## src/rtl/uart_tx_seq.sv

```systemverilog
module uart_tx_seq #(
  parameter int CLKS_PER_BIT = 16,
  parameter int DATA_BITS    = 8
) (
  input  logic                 clk,
  input  logic                 rst_n,
  input  logic                 start_pulse,
  input  logic                 stop_pulse,
  input  logic [DATA_BITS-1:0] wr_data,
  input  logic                 wr_valid,
  output logic                 done_evt,
  input  logic                 flow_en,
  input  logic                 cts_ok,
  output logic                 tx_line
);
  localparam int FRAME = DATA_BITS + 2;
  localparam int CW    = (CLKS_PER_BIT > 1) ? $clog2(CLKS_PER_BIT) : 1;
  localparam int IW    = $clog2(FRAME + 1);

  typedef enum logic [1:0] {S_IDLE, S_HOLD, S_SEND} st_t;

  st_t                  st;
  logic                 active;
  logic [DATA_BITS-1:0] hold, shf;
  logic [CW-1:0]        cnt;
  logic [IW-1:0]        idx;
  logic                 line_q, done_q;

  wire go_ok    = !flow_en || cts_ok;
  wire bit_end  = (cnt == CW'(CLKS_PER_BIT - 1));

  assign tx_line  = line_q;
  assign done_evt = done_q;

  always_ff @(posedge clk or negedge rst_n) begin
    if (!rst_n) begin
      st     <= S_IDLE;
      active <= 1'b0;
      hold   <= '0;
      shf    <= '0;
      cnt    <= '0;
      idx    <= '0;
      line_q <= 1'b1;
      done_q <= 1'b0;
    end else begin
      done_q <= 1'b0;
      if (stop_pulse) begin
        active <= 1'b0;
        st     <= S_IDLE;
        line_q <= 1'b1;
        cnt    <= '0;
        idx    <= '0;
      end else begin
        if (start_pulse) active <= 1'b1;
        case (st)
          S_IDLE: if (active && wr_valid) begin
            hold <= wr_data;
            st   <= S_HOLD;
          end
          S_HOLD: if (go_ok) begin
            st     <= S_SEND;
            shf    <= hold;
            line_q <= 1'b0;
            cnt    <= '0;
            idx    <= '0;
          end
          S_SEND: if (bit_end) begin
            cnt <= '0;
            if (idx == IW'(FRAME - 1)) begin
              st     <= S_IDLE;
              line_q <= 1'b1;
              done_q <= 1'b1;
            end else begin
              idx <= idx + 1'b1;
              if (idx == IW'(DATA_BITS)) begin
                line_q <= 1'b1;
              end else begin
                line_q <= shf[0];
                shf    <= shf >> 1;
              end
            end
          end else begin
            cnt <= cnt + 1'b1;
          end
          default: st <= S_IDLE;
        endcase
      end
    end
  end

  a_r4_done_single: assert property (@(posedge clk) disable iff (!rst_n)
    done_evt |=> !done_evt);
  a_r4_done_line_idle: assert property (@(posedge clk) disable iff (!rst_n)
    done_evt |-> tx_line);
  a_r5_stop_idle: assert property (@(posedge clk) disable iff (!rst_n)
    stop_pulse |=> (tx_line && !done_evt));
  a_r2_closed_quiet: assert property (@(posedge clk) disable iff (!rst_n)
    !active |-> tx_line);
  a_r6_cts_hold: assert property (@(posedge clk) disable iff (!rst_n)
    (flow_en && !cts_ok && st != S_SEND) |=> tx_line);
endmodule

```

## config.mk

```make
export PLATFORM = sky130hd
export DESIGN_NAME = uart_tx_seq
export DESIGN_NICKNAME = d
export VERILOG_FILES = /design/src/rtl/uart_tx_seq.sv
export SDC_FILE = /design/constraint.sdc
export NUM_CORES = 1
export LEC_CHECK = 0
export BUFFER_PORTS_ARGS = -buffer_cell sky130_fd_sc_hd__buf_2
export CELL_PAD_IN_SITES_DETAIL_PLACEMENT = 1
export CELL_PAD_IN_SITES_GLOBAL_PLACEMENT = 2
export CORE_MARGIN = 3
export CORE_UTILIZATION = 34
export CTS_CLUSTER_DIAMETER = 30
export DETAILED_ROUTE_END_ITERATION = 12
export PLACE_DENSITY = 0.72
export SYNTH_ARGS = -nofsm -noshare
export SYNTH_HDL_FRONTEND = slang
export SYNTH_SLANG_ARGS = --single-unit
```

## constraint.sdc

```tcl
create_clock -name clk -period 1.6 [get_ports clk]
set_input_delay 0.16 -clock clk [delete_from_list [all_inputs] [get_ports clk]]
set_output_delay 0.16 -clock clk [all_outputs]
set_load 0.05 [all_outputs]
```

== After elaboration in Yosys (flattened, before gate mapping) ==
Index checks and enable logic that the tools add are counted.

* Register bits: 29
* Bits in latches: 0
* Memory bits (writable): 0
* Memory bits (read-only): 0
* Bits of input ports: 15
* Output and inout port bits: 2
* Logic and storage cells: 69
* Memories kept: 0

* Add/subtract/negate cells: 2
* Multiply operators: 0
* Divide/modulo/power cells: 0
* Magnitude comparators: 0
* Equality and inequality tests: 14
* Shift-type cells: 0
* Mux-type cells: 31
* Bitwise operators: 1
* Reductions and logical operators: 13

{| class="wikitable"
|+ Operators by type and width
! kind !! count
|-
| 8-bit two-way mux || 4
|-
| 4-bit two-way mux || 6
|-
| 4-bit case mux with 2 select lines || 2
|-
| 8-bit case mux with 2 select lines || 1
|-
| 3-bit != test, second input constant || 5
|-
| 4-bit == test, second input constant || 3
|-
| 1-bit two-way mux || 11
|-
| 2-bit two-way mux || 5
|-
| 4-bit by 1-bit adder with 4-bit output, second input constant || 2
|-
| 2-bit != test, second input constant || 4
|-
| 4-bit AND reduction || 2
|-
| 2-bit case mux with 3 select lines || 1
|-
| 3-bit AND reduction || 2
|-
| 6-bit AND reduction || 1
|-
| 2-bit nonzero test || 2
|-
| 3-bit nonzero test || 1
|-
| 2-bit by 1-bit == test with 1-bit output, second input constant || 1
|-
| 2-bit == test, second input constant || 1
|-
| 2-bit zero test || 1
|-
| 1-bit case mux with 2 select lines || 1
|-
| 2-bit AND reduction || 1
|-
| 1-bit logical AND || 1
|-
| 1-bit zero test || 1
|-
| 1-bit logical OR || 1
|-
| 1-bit inverter || 1
|}

== Logic depth before layout (Yosys ltp) ==
Gate-level depths: netlist of run 1.

* Depth after elaboration: 6
* Mapped depth: 6
* Mapped depth without buffers: 6

== Worst setup path before layout of run 1 ==
No wires, ideal clock.

* Path kind: register to register
* From: reg cnt[0]
* To: reg shf[0]
* Library setup time: 0.125 ns
* Arrival time: 1.587 ns
* Slack: -0.112 ns
* Cell stages (with the launch flop): 7
* Path through: dfrtp_1 > ha_1 > and3_1 > buf_2 > nand2b_1 > a21oi_4 > mux2_2

* Cells in the longest elaborated chain, start to end: 3

{| class="wikitable"
|+ RTL lines
! what !! RTL line !! source
|-
| from (decl) || 25 || <nowiki>logic [CW-1:0] cnt;</nowiki>
|-
| from (signal assigned) || 83 || <nowiki>cnt <= cnt + 1'b1;</nowiki>
|-
| 4-bit == test || 30 || <nowiki>wire bit_end = (cnt == CW'(CLKS_PER_BIT - 1));</nowiki>
|-
| 2-bit != test (no line) || n/a ||
|-
| 6-bit AND reduction (no line) || n/a ||
|-
| to (signal assigned) || 62 || <nowiki>shf <= hold;</nowiki>
|-
| to (signal assigned) || 79 || <nowiki>shf <= shf >> 1;</nowiki>
|-
| to (decl) || 24 || <nowiki>logic [DATA_BITS-1:0] hold, shf;</nowiki>
|}

No other way between the ends.
A chain may end at the register's enable or synchronous reset.

== Worst setup path in the final report of run 1 ==
* From: reg idx[0]
* To: reg shf[5]

* Cells in the longest elaborated chain, start to end: 3
* Elaborated cells on any way between the ends: 5

{| class="wikitable"
|+ RTL lines
! what !! RTL line !! source
|-
| from (decl) || 26 || <nowiki>logic [IW-1:0] idx;</nowiki>
|-
| from (signal assigned) || 74 || <nowiki>idx <= idx + 1'b1;</nowiki>
|-
| 4-bit == test, on equally long branches || 75, 69 ||
|-
| 2-bit != test (no line) || n/a ||
|-
| 6-bit AND reduction (no line) (*) || n/a ||
|}

Mark *: on every way between the ends. The rest lies on a longest branch, timed or not.

==> flow_metrics.py, run 1 <==
metrics = {
    "outcome": {
        "status": "finished, violations left",
        "violations": "negative setup slack",
    },
    "synthesis": {
        "synth_compound_area_share_pct": 12.7,
        "yosysSeqAreaShare_pct": 51.1,
        "netlist_instances": 120,
        "synth_cell_types": 35,
        "synthesis.area_per_instance_sq_um": 11.8,
        "synth_fa_ha_area_share_pct": 3.52,
        "synth_top_area_cell": "dfrtp_1",
        "synth_top_family_by_area": "multiplexers",
        "synth_top_area_share_pct": 49.3,
        "synthTopCellsByArea": "dfrtp_1 49%, mux2_2 17%, ha_1 3.5%, o21ai_0 3.2%, dfstp_2 1.8%",
        "synth-seq-cells": 29,
        "synth_area_sq_mm": 0.00142,
        "synth_fp_nets": 139,
        "synthXorXnorAreaFrac_pct": 0,
        "muxShareOfSynthArea_pct": 16.6,
        "synth-simple-area-share_pct": 13.4,
        "synthesis.yosys.warnings": 0,
    },
    "setup_path": {
        "r2r-end": "shf[5]",
        "worstPathArrival_ns": 1.83,
        "crit_family": "flip-flops",
        "worst-path-buf-inv": 2,
        "max_stage_delay_ns": 0.44,
        "worstPathRequired_ns": 1.76,
        "crit_chain": "inv_2 -> ha_4 -> nand3b_1 -> a32oi_2 -> a21oi_4 -> buf_12 -> mux2_4",
        "startpoint_type": "flop",
        "rrSetupSlack_ns": -0.07,
        "cp_max_fo": 6,
        "crit_type": "flop to flop",
        "cp_slowest_cell": "dfrtp_2",
        "critPathCaptureType": "flop",
        "r2r_start": "idx[0]",
        "ff2ff_path_depth": 7,
    },
    "worst_hold_path": {
        "hp-class": "primary input to flop",
        "hp-start": "wr_data[7]",
        "min_path_cells": 3,
        "whs_endpoint": "hold[7]",
    },
    "power_and_ir_drop": {
        "power_frac_comb_pct": 19.7,
        "power_density_mw_per_mm2": 1030,
        "p_seq_share_pct": 50.7,
        "power.switching_mw": 0.498,
        "power_frac_clock_pct": 29.6,
        "internal-power_mw": 1.45,
        "peakVddDrop_v": 0.000442,
        "power.leakage_nw": 0.861,
        "p_sw_share_pct": 25.6,
    },
    "flow_run": {
        "maxCapViolCount": 0,
    },
    "cells_and_area": {
        "drive_above_1_share_pct": 50.3,
        "area_delta_synth_final_pct": 33.4,
        "n_fill_cell": 406,
        "num-nets-final": 179,
        "diodes": 0,
    },
    "routing": {
        "routed_via_density": 5.15,
        "first_pass_iters": 4,
        "wirelength_mm": 3.20,
        "routed-via-count": 1076,
        "wl_per_cell_um": 15.3,
        "drt_iter0_drc": 27,
        "ant_nets": 0,
        "drcViolationCount": 0,
    },
    "global_routing": {
        "grt_overflow_total": 0,
        "antenna_found_initial": 0,
        "grt_max_degree": 30,
        "grt_pass1_wl_mm": 5.59,
        "grt_use_total_pct": 14.2,
        "grt_pass1_vias": 1130,
    },
    "clock_tree": {
        "clock_latency_ns": 0.27,
        "root_buffer": "clkbuf_8",
        "cts_buffers": 5,
        "clkSlewWorstSetupHoldPaths_ns": 0.06,
        "cts.sinks": 29,
        "cts_max_level": 2,
        "clockBufferDepth": 2,
        "cts_tree": "built",
    },
    "sta": {
        "clock_skew_ns": 0.00588,
        "fin_crit_sh_pct": 104,
        "rsz0062_at_grt": "true",
        "worstMarginPinSlew_ns": 0.660,
        "timing.final.ws_setup_ns": -0.0678,
        "slew_violations": 0,
        "max_freq_mhz": 600,
        "slew_headroom_pct": 56.0,
        "tns_ns": -0.400,
        "finalHoldViolCount": 0,
        "setup_viol": 7,
        "finalCriticalPeriod_ns": 1.67,
    },
    "floorplanning": {
        "dieArea_sq_mm": 0.00499,
        "chipHeight_um": 70.7,
        "ioPinCount": 17,
        "core_sq_mm": 0.00385,
        "initial_utilization_pct": 36.9,
        "fp.dieW_um": 70.7,
        "core.rowCount": 22,
    },
    "place": {
        "hpwlAfterDp_mm": 2.21,
        "io_buffers": 16,
        "dpl_worst_slack_ns": -0.112,
        "gp_congestion": 0.798,
    },
}
==> per-layer routing <==
layer	up-vias	track usage, %	share of wire [%]
met5	-	0	0
met4	0	4.80	0.97
met3	4	4.55	4.4
met2	23	21.3	45
met1	539	19.6	49
li1	510	-	-
==> cell families (layout without fill, tap and decap cells) <==
logic type,after synthesis,in the layout
compound gates,25,25
fa+ha+maj,4,4
buf+inv,9,50
flops,29,29
mux,21,21
simple gates,32,32
==> cell usage in the layout, fill, tap and decap left out, types with 3 or more instances in the layout <==
cell type	instances
a21oi_1	4
buf_2	16
buf_4	17
clkbuf_8	5
dfrtp_1	26
inv_1	3
mux2_2	14
mux2_4	7
nand2_1	7
nor2_1	7
o21ai_0	7
==> repair_timing <==
item                                    CTS  global route
hold endpoints to repair                 28             0
endpoints found under the setup margin    8             9
resized for setup                        10             8
pin swaps                                 3             3
buffers inserted                          5             1
hold buffers                              1             0
==> area by class of cell <==
type,instances,area (sq um),share of cell area [%]
flip-flops and latches,29,729,38.5
multi-input cells,82,736,38.8
clock buffers,6,72.6,3.83
clock inverters,2,10.0,0.528
repair buffers,37,269,14.2
inverters,5,18.8,0.990
well taps,48,60.1,3.17
==> flip-flops by register name, indices dropped and copies added (netlist names) <==
name and flops:
idx 4, st 2, cnt 4, done_evt 1
shf 8, tx_line 1, hold 8, active 1
==> worst min-delay path, cell delays in order <==
cell and delay (ns):
buf_2 0.07, nand2_1 0.03, o21ai_0 0.06
==> synth_stat cells (all sizes together) <==
| cell | count |
|---|---|
| a22oi | 1 |
| nand3 | 2 |
| and3 | 1 |
| o32ai | 1 |
| nor2b | 4 |
| a21o | 1 |
| a32oi | 1 |
| o41ai | 1 |
| nor3b | 2 |
| a211oi | 1 |
| dfrtp | 28 |
| nand2b | 2 |
| o31ai | 1 |
| nand4 | 2 |
| nand2 | 7 |
| o21bai | 1 |
| o211ai | 1 |
| or3b | 1 |
| nor2 | 7 |
| o22ai | 1 |
| ha | 4 |
| mux2 | 21 |
| nand3b | 2 |
| and3b | 1 |
| a22o | 1 |
| and4b | 1 |
| inv | 5 |
| o21ai | 9 |
| a21oi | 5 |
| clkbuf | 1 |
| buf | 3 |
| dfstp | 1 |
==> stage by stage <==
step | total power [mW] | utilization [%] | cells | hold WS (ns) | area [sq um]
3_5_place_dp | 1.32 | 43.7 | 194 | 0.230 | 1680
5_1_grt | 2.07 | 49.2 | 209 | 0.100 | 1900
2_1_floorplan | 1.20 | - | 120 | -0.136 | 1450
3_3_place_gp | 1.29 | 43.7 | 194 | 0.226 | 1680
4_1_cts | 1.97 | 48.2 | 208 | 0.0869 | 1860
6_report | 1.95 | 49.2 | 209 | 0.0874 | 1900
==> power groups by stage <==
stage / registers, mW / clock network, mW / logic, mW
finish: 0.987 / 0.575 / 0.383
detailed placement: 0.994 / 0 / 0.326
floorplan: 0.970 / 0 / 0.232
global route: 1.01 / 0.639 / 0.422
global placement: 0.986 / 0 / 0.308
CTS: 0.985 / 0.592 / 0.388
==> worst max path at each step <==
stage               cells past startpoint  startpoint     end  slack [ns]
finish                                  7      idx[0]  shf[5]       -0.07
global placement                        5      idx[0]  shf[5]       -0.05
global route                            6      idx[0]  shf[5]       -0.14
detailed placement                      6      idx[1]  shf[5]       -0.11
CTS                                     6      idx[0]  shf[5]       -0.09
floorplan                               5      idx[0]  shf[0]       -0.03
(Power assumes the default switching activity.)
==> run 2, diff against run 1 <==
==> config.mk (replaced) <==
export PLATFORM = sky130hd
export DESIGN_NAME = uart_tx_seq
export DESIGN_NICKNAME = d
export VERILOG_FILES = /design/src/rtl/uart_tx_seq.sv
export SDC_FILE = /design/constraint.sdc
export NUM_CORES = 1
export LEC_CHECK = 0
export BUFFER_PORTS_ARGS = -buffer_cell sky130_fd_sc_hd__buf_2
export CORE_MARGIN = 3
export CORE_UTILIZATION = 51
export CTS_CLUSTER_DIAMETER = 30
export DETAILED_ROUTE_END_ITERATION = 12
export HOLD_SLACK_MARGIN = 0.1
export PLACE_DENSITY = 0.73
export SYNTH_ARGS = -nofsm -noshare
export SYNTH_HDL_FRONTEND = slang
export SYNTH_SLANG_ARGS = --single-unit
==> run 2 against run 1 <==
  * The flow still finishes with violations (negative setup slack)
  * Critical path type unchanged
  * Clock skew rose by 0.011 ns
  * Fmax rose by 1.0%
  * Critical path depth fell by 1
  * Via count did not move
  * Combinational power rose by 5.5%
  * Sequential power barely moved
  * Highest routed layer unchanged
  * Final area fell by 0.33%
  * Setup slack improved by 0.017 ns
  * Wire length fell by 7.7%
==> flow_metrics.py, run 2 (synthesis gave the netlist of run 1 again) <==
metrics = {
    "outcome": {
        "status": "finished, violations left",
        "violations": "negative setup slack",
    },
    "routing": {
        "dr_wl_met2_mm": 1.50,
        "drt_iter0_drc": 44,
        "drcViolationCount": 0,
        "wirelength_mm": 2.96,
        "wl_per_cell_um": 15.0,
        "routed-via-count": 1076,
        "met1Wirelength_mm": 1.30,
        "routed_via_density": 5.46,
        "met3_wirelength_um": 128,
        "ant_nets": 0,
        "first_pass_iters": 6,
        "top_layer_used": "met4",
    },
    "sta": {
        "timing.final.ws_setup_ns": -0.0511,
        "slew_headroom_pct": 57.3,
        "worstMarginPinSlew_ns": 0.641,
        "slew_violations": 0,
        "rsz0062_at_grt": "true",
        "max_freq_mhz": 606,
        "setup_viol": 7,
        "finalHoldViolCount": 0,
        "fin_crit_sh_pct": 103,
        "clock_skew_ns": 0.0170,
        "finalCriticalPeriod_ns": 1.65,
    },
    "place": {
        "dp.cells": 174,
        "io_buffers": 16,
        "gp_congestion": 0.741,
        "hpwlAfterDp_mm": 2.00,
        "postPlaceCellArea_sq_mm": 0.00163,
    },
    "power_and_ir_drop": {
        "power_mw": 1.96,
        "p_seq_share_pct": 50.3,
        "power_frac_comb_pct": 20.6,
        "p_sw_share_pct": 24.5,
        "power_frac_clock_pct": 29.1,
        "power_density_mw_per_mm2": 1040,
        "peakVddDrop_v": 0.000733,
        "internal-power_mw": 1.48,
        "power.switching_mw": 0.480,
        "power.leakage_nw": 0.868,
    },
    "setup_path": {
        "cp_max_fo": 5,
        "crit_chain": "ha_4 -> and3b_1 -> nand2b_4 -> a21oi_4 -> buf_6 -> mux2_4",
        "r2r_start": "idx[0]",
        "worstPathRequired_ns": 1.81,
        "worstPathArrival_ns": 1.86,
        "crit_family": "flip-flops",
        "critPathCaptureType": "flop",
        "cp-startpoint": "idx[0]",
        "worst-path-buf-inv": 1,
        "crit_type": "flop to flop",
        "max_stage_delay_ns": 0.43,
        "startpoint_type": "flop",
        "cp_slowest_cell": "dfrtp_1",
    },
    "flow_run": {
        "maxCapViolCount": 0,
    },
    "cells_and_area": {
        "n_fill_cell": 175,
        "drive_above_1_share_pct": 42.5,
        "reg_top3": "hold: 8 flops, shf: 8 flops",
        "regArea_sq_um": 728,
        "area_delta_synth_final_pct": 32.9,
        "diodes": 0,
        "final_cell_count_no_fill": 197,
        "multi_input_area_sq_um": 711,
        "utilization_pct": 73.6,
        "layout_commonest_cell": "dfrtp_1",
        "num-nets-final": 185,
        "design_area_sq_mm": 0.00189,
        "mostFrequentLayoutCells": "27 x dfrtp_1, 16 x buf_2, 14 x mux2_2, 14 x buf_4, 11 x dlygate4sd3_1",
    },
    "clock_tree": {
        "cts.sinks": 29,
        "cts_buffers": 5,
        "root_buffer": "clkbuf_4",
        "cts_max_level": 2,
        "clkSlewWorstSetupHoldPaths_ns": 0.09,
        "clockBufferDepth": 2,
        "clock_latency_ns": 0.33,
        "cts_tree": "built",
    },
    "floorplanning": {
        "dieArea_sq_mm": 0.00346,
        "fp.dieW_um": 58.8,
        "chipHeight_um": 58.8,
        "ioPinCount": 17,
        "core.rowCount": 18,
        "initial_utilization_pct": 55.4,
        "core_sq_mm": 0.00257,
    },
    "global_routing": {
        "grt_pass1_wl_mm": 5.29,
        "grt_overflow_total": 0,
        "grt_pass1_vias": 1163,
        "antenna_found_initial": 0,
        "grt_use_total_pct": 20.4,
        "grt_max_degree": 30,
    },
    "worst_hold_path": {
        "hp-start": "stop_pulse",
        "hp-class": "primary input to flop",
    },
}
## run 2: layout make-up
cell class | instances | area share [%]
Clock buffer | 6 | 2.19
Inverter | 5 | 0.993
Multi-Input combinational cell | 82 | 37.6
Timing Repair Buffer | 43 | 16.8
Clock inverter | 2 | 1.85
Sequential cell | 29 | 38.5
Tap cell | 30 | 1.99
## run 2: final timing paths
path	end	slack, ns	cells past startpoint
min	st[1]	0.13	2
max reg2reg	shf[5]	-0.05	6
min reg2reg	cnt[3]	0.50	1
max in group asynchronous	st[0]	0.77	2
max	shf[5]	-0.05	6
min in group asynchronous	hold[7]	0.38	2
## run 2: timing repair
action,4_1_cts,5_1_grt
endpoints found under the hold margin,37,0
hold buffers,11,0
resized for setup,10,0
pin swaps,3,2
setup buffers,4,0
endpoints found under the setup margin,7,7
## run 2: per-stage QoR
stage / setup TNS [ns] / hold slack, ns / worst slack (ns)
after floorplan: -0.164 / -0.136 / -0.0273
after global placement: -0.211 / 0.204 / -0.0359
after detailed placement: -0.656 / 0.220 / -0.112
after CTS: -0.276 / 0.116 / -0.0475
after global routing: -0.843 / 0.140 / -0.124
final: -0.271 / 0.129 / -0.0511
## run 2: power groups by stage
stage | Combinational (mW) | Clock (mW) | Sequential, mW
finish | 0.404 | 0.571 | 0.988
global route | 0.441 | 0.613 | 1.01
CTS | 0.403 | 0.586 | 0.982
detailed placement | 0.324 | 0 | 0.995
global placement | 0.299 | 0 | 0.982
floorplan | 0.232 | 0 | 0.970
## run 2: routing by layer
layer	up-vias	global-route usage [%]
li1	530	-
met1	513	25.5
met2	29	34.7
met3	4	5.70
met4	0	4.85
met5	-	0
==> run 3, diff against run 2 <==
--- a/config.mk
+++ b/config.mk
@@ -10,8 +10,7 @@
 export CORE_UTILIZATION = 51
 export CTS_CLUSTER_DIAMETER = 30
 export DETAILED_ROUTE_END_ITERATION = 12
-export HOLD_SLACK_MARGIN = 0.1
-export PLACE_DENSITY = 0.73
+export PLACE_DENSITY = 0.74
 export SYNTH_ARGS = -nofsm -noshare
 export SYNTH_HDL_FRONTEND = slang
 export SYNTH_SLANG_ARGS = --single-unit
==> run 3 against run 2 <==
  * The flow still finishes with violations (negative setup slack)
  * Flip-flop and latch count unchanged
  * Sequential power about the same
  * First-iteration DRC count is 43% lower
  * Power fell by 8.4%
  * Global-route usage down 0.55 points
  * Wire length rose by 4.4%
  * Critical path type unchanged
  * Critical endpoint is now shf[4]
==> flow_metrics.py, run 3 (synthesis gave the netlist of run 1 again) <==
metrics = {
    "worst_hold_path": {
        "hp-class": "primary input to flop",
        "min_path_cells": 3,
    },
    "cells_and_area": {
        "layout_commonest_cell": "dfrtp_1",
        "area_delta_synth_final_pct": 28.1,
        "num-nets-final": 177,
        "diodes": 0,
        "reg_top3": "hold: 8 flops, shf: 8 flops",
        "mostFrequentLayoutCells": "27 x dfrtp_1, 16 x buf_2, 15 x buf_4, 14 x mux2_2, 9 x o21ai_0",
        "design_area_sq_mm": 0.00182,
        "drive_above_1_share_pct": 49.1,
    },
    "power_and_ir_drop": {
        "peakVddDrop_v": 0.000860,
        "power.leakage_nw": 0.832,
        "power_mw": 1.80,
        "power_density_mw_per_mm2": 988,
    },
    "floorplanning": {
        "fp.dieW_um": 58.8,
        "core_sq_mm": 0.00257,
        "dieArea_sq_mm": 0.00346,
        "chipHeight_um": 58.8,
        "ioPinCount": 17,
        "initial_utilization_pct": 55.4,
        "core.rowCount": 18,
    },
    "clock_tree": {
        "root_buffer": "clkbuf_4",
        "clock_latency_ns": 0.34,
        "cts_buffers": 5,
        "cts_max_level": 2,
        "cts_tree": "built",
        "cts.sinks": 29,
        "clkSlewWorstSetupHoldPaths_ns": 0.09,
        "clockBufferDepth": 2,
    },
    "place": {
        "dpl_worst_slack_ns": -0.0779,
        "io_buffers": 16,
        "postPlaceCellArea_sq_mm": 0.00165,
        "hpwlAfterDp_mm": 2.02,
        "gp_congestion": 0.811,
    },
    "routing": {
        "wirelength_mm": 3.09,
        "drcViolationCount": 0,
        "top_layer_used": "met4",
        "wl_per_cell_um": 16.3,
        "routed_via_density": 5.74,
        "drt_iter0_drc": 25,
        "met3_wirelength_um": 164,
        "routed-via-count": 1085,
        "met1Wirelength_mm": 1.26,
        "dr_wl_met2_mm": 1.57,
        "ant_nets": 0,
        "first_pass_iters": 4,
    },
    "sta": {
        "slew_violations": 0,
        "max_freq_mhz": 596,
        "worstMarginPinSlew_ns": 0.620,
        "finalCriticalPeriod_ns": 1.68,
        "fin_crit_sh_pct": 105,
        "clock_skew_ns": 0.0156,
        "rsz0062_at_grt": "true",
        "setup_viol": 7,
        "timing.final.ws_setup_ns": -0.0784,
        "finalHoldViolCount": 0,
        "slew_headroom_pct": 58.7,
    },
    "global_routing": {
        "grt_max_degree": 30,
        "grt_overflow_total": 0,
        "grt_pass1_vias": 1145,
        "grt_pass1_wl_mm": 5.08,
        "antenna_found_initial": 0,
        "grt_use_total_pct": 19.8,
    },
    "setup_path": {
        "startpoint_type": "flop",
        "rrSetupSlack_ns": -0.08,
        "worstPathArrival_ns": 1.90,
        "cp-startpoint": "idx[0]",
        "cp_max_fo": 6,
        "r2r_start": "idx[0]",
        "r2r-end": "shf[4]",
        "crit_end": "shf[4]",
        "ff2ff_path_depth": 6,
        "crit_type": "flop to flop",
        "critPathCaptureType": "flop",
        "worstPathRequired_ns": 1.82,
    },
    "flow_run": {
        "maxCapViolCount": 0,
    },
    "outcome": {
        "status": "finished, violations left",
        "violations": "negative setup slack",
    },
}
-- run 3: cell types whose count changed in the layout (fill, tap and decap cells not counted), sizes merged --
cell / before / now
dlygate4sd3: 11 / 1
clkinv: 1 / 2
bufinv: 1 / 0
buf: 32 / 34
-- run 3: per-layer routing --
layer  GRT usage [%]  up-vias
met1            23.5      532
met3            7.02       12
met5               0        -
met2            32.3       33
met4            8.41        0
li1                -      508
-- run 3: area by class of cell --
| cell class | count | area [sq um] |
|---|---|---|
| Clock buffer | 6 | 41.3 |
| Clock inverter | 2 | 10.0 |
| Fill cell | 182 | 747 |
| Inverter | 5 | 18.8 |
| Multi-Input combinational cell | 82 | 731 |
| Sequential cell | 29 | 728 |
| Tap cell | 30 | 37.5 |
| Timing Repair Buffer | 35 | 254 |
-- run 3: per-stage QoR --
stage | setup TNS, ns | hold WS, ns | utilization, % | instances
final | -0.477 | 0.0388 | 70.9 | 189
after global routing | -0.875 | 0.0429 | 70.9 | 189
after CTS | -0.332 | 0.0285 | 68.7 | 186
after detailed placement | -0.489 | 0.220 | 64.1 | 174
after global placement | -0.187 | 0.209 | 64.1 | 174
after floorplan | -0.164 | -0.136 | - | 120
-- run 3: worst max-delay path, cell delays in order, from the launching register on --
cell and delay, ns:
dfrtp_1 0.43, ha_4 0.18, and3b_2 0.20, nand2b_4 0.15
a21oi_4 0.17, buf_12 0.15, mux2_4 0.29
-- run 3: worst min-delay path by stage --
stage | startpoint | end | slack (ns)
6_report | wr_data[7] | hold[7] | 0.04
3_3_place_gp | rst_n | cnt[3] | 0.21
3_5_place_dp | rst_n | cnt[3] | 0.22
2_1_floorplan | rst_n | active | -0.14
5_1_grt | wr_data[4] | hold[4] | 0.04
4_1_cts | wr_data[7] | hold[7] | 0.03
-- run 3: power breakdown --
part | total (mW) | internal (mW) | switching [mW] | leakage, nW
clock | 0.422 | 0.167 | 0.255 | 0.0320
sequential | 0.991 | 0.895 | 0.0962 | 0.369
combinational | 0.386 | 0.248 | 0.138 | 0.431
-- run 3: timing repair --
action,in CTS,in global routing
hold buffers,1,0
setup endpoints to repair,7,10
gates resized for setup,7,8
endpoints found under the hold margin,28,0
pin swaps,2,3
buffers inserted,3,3
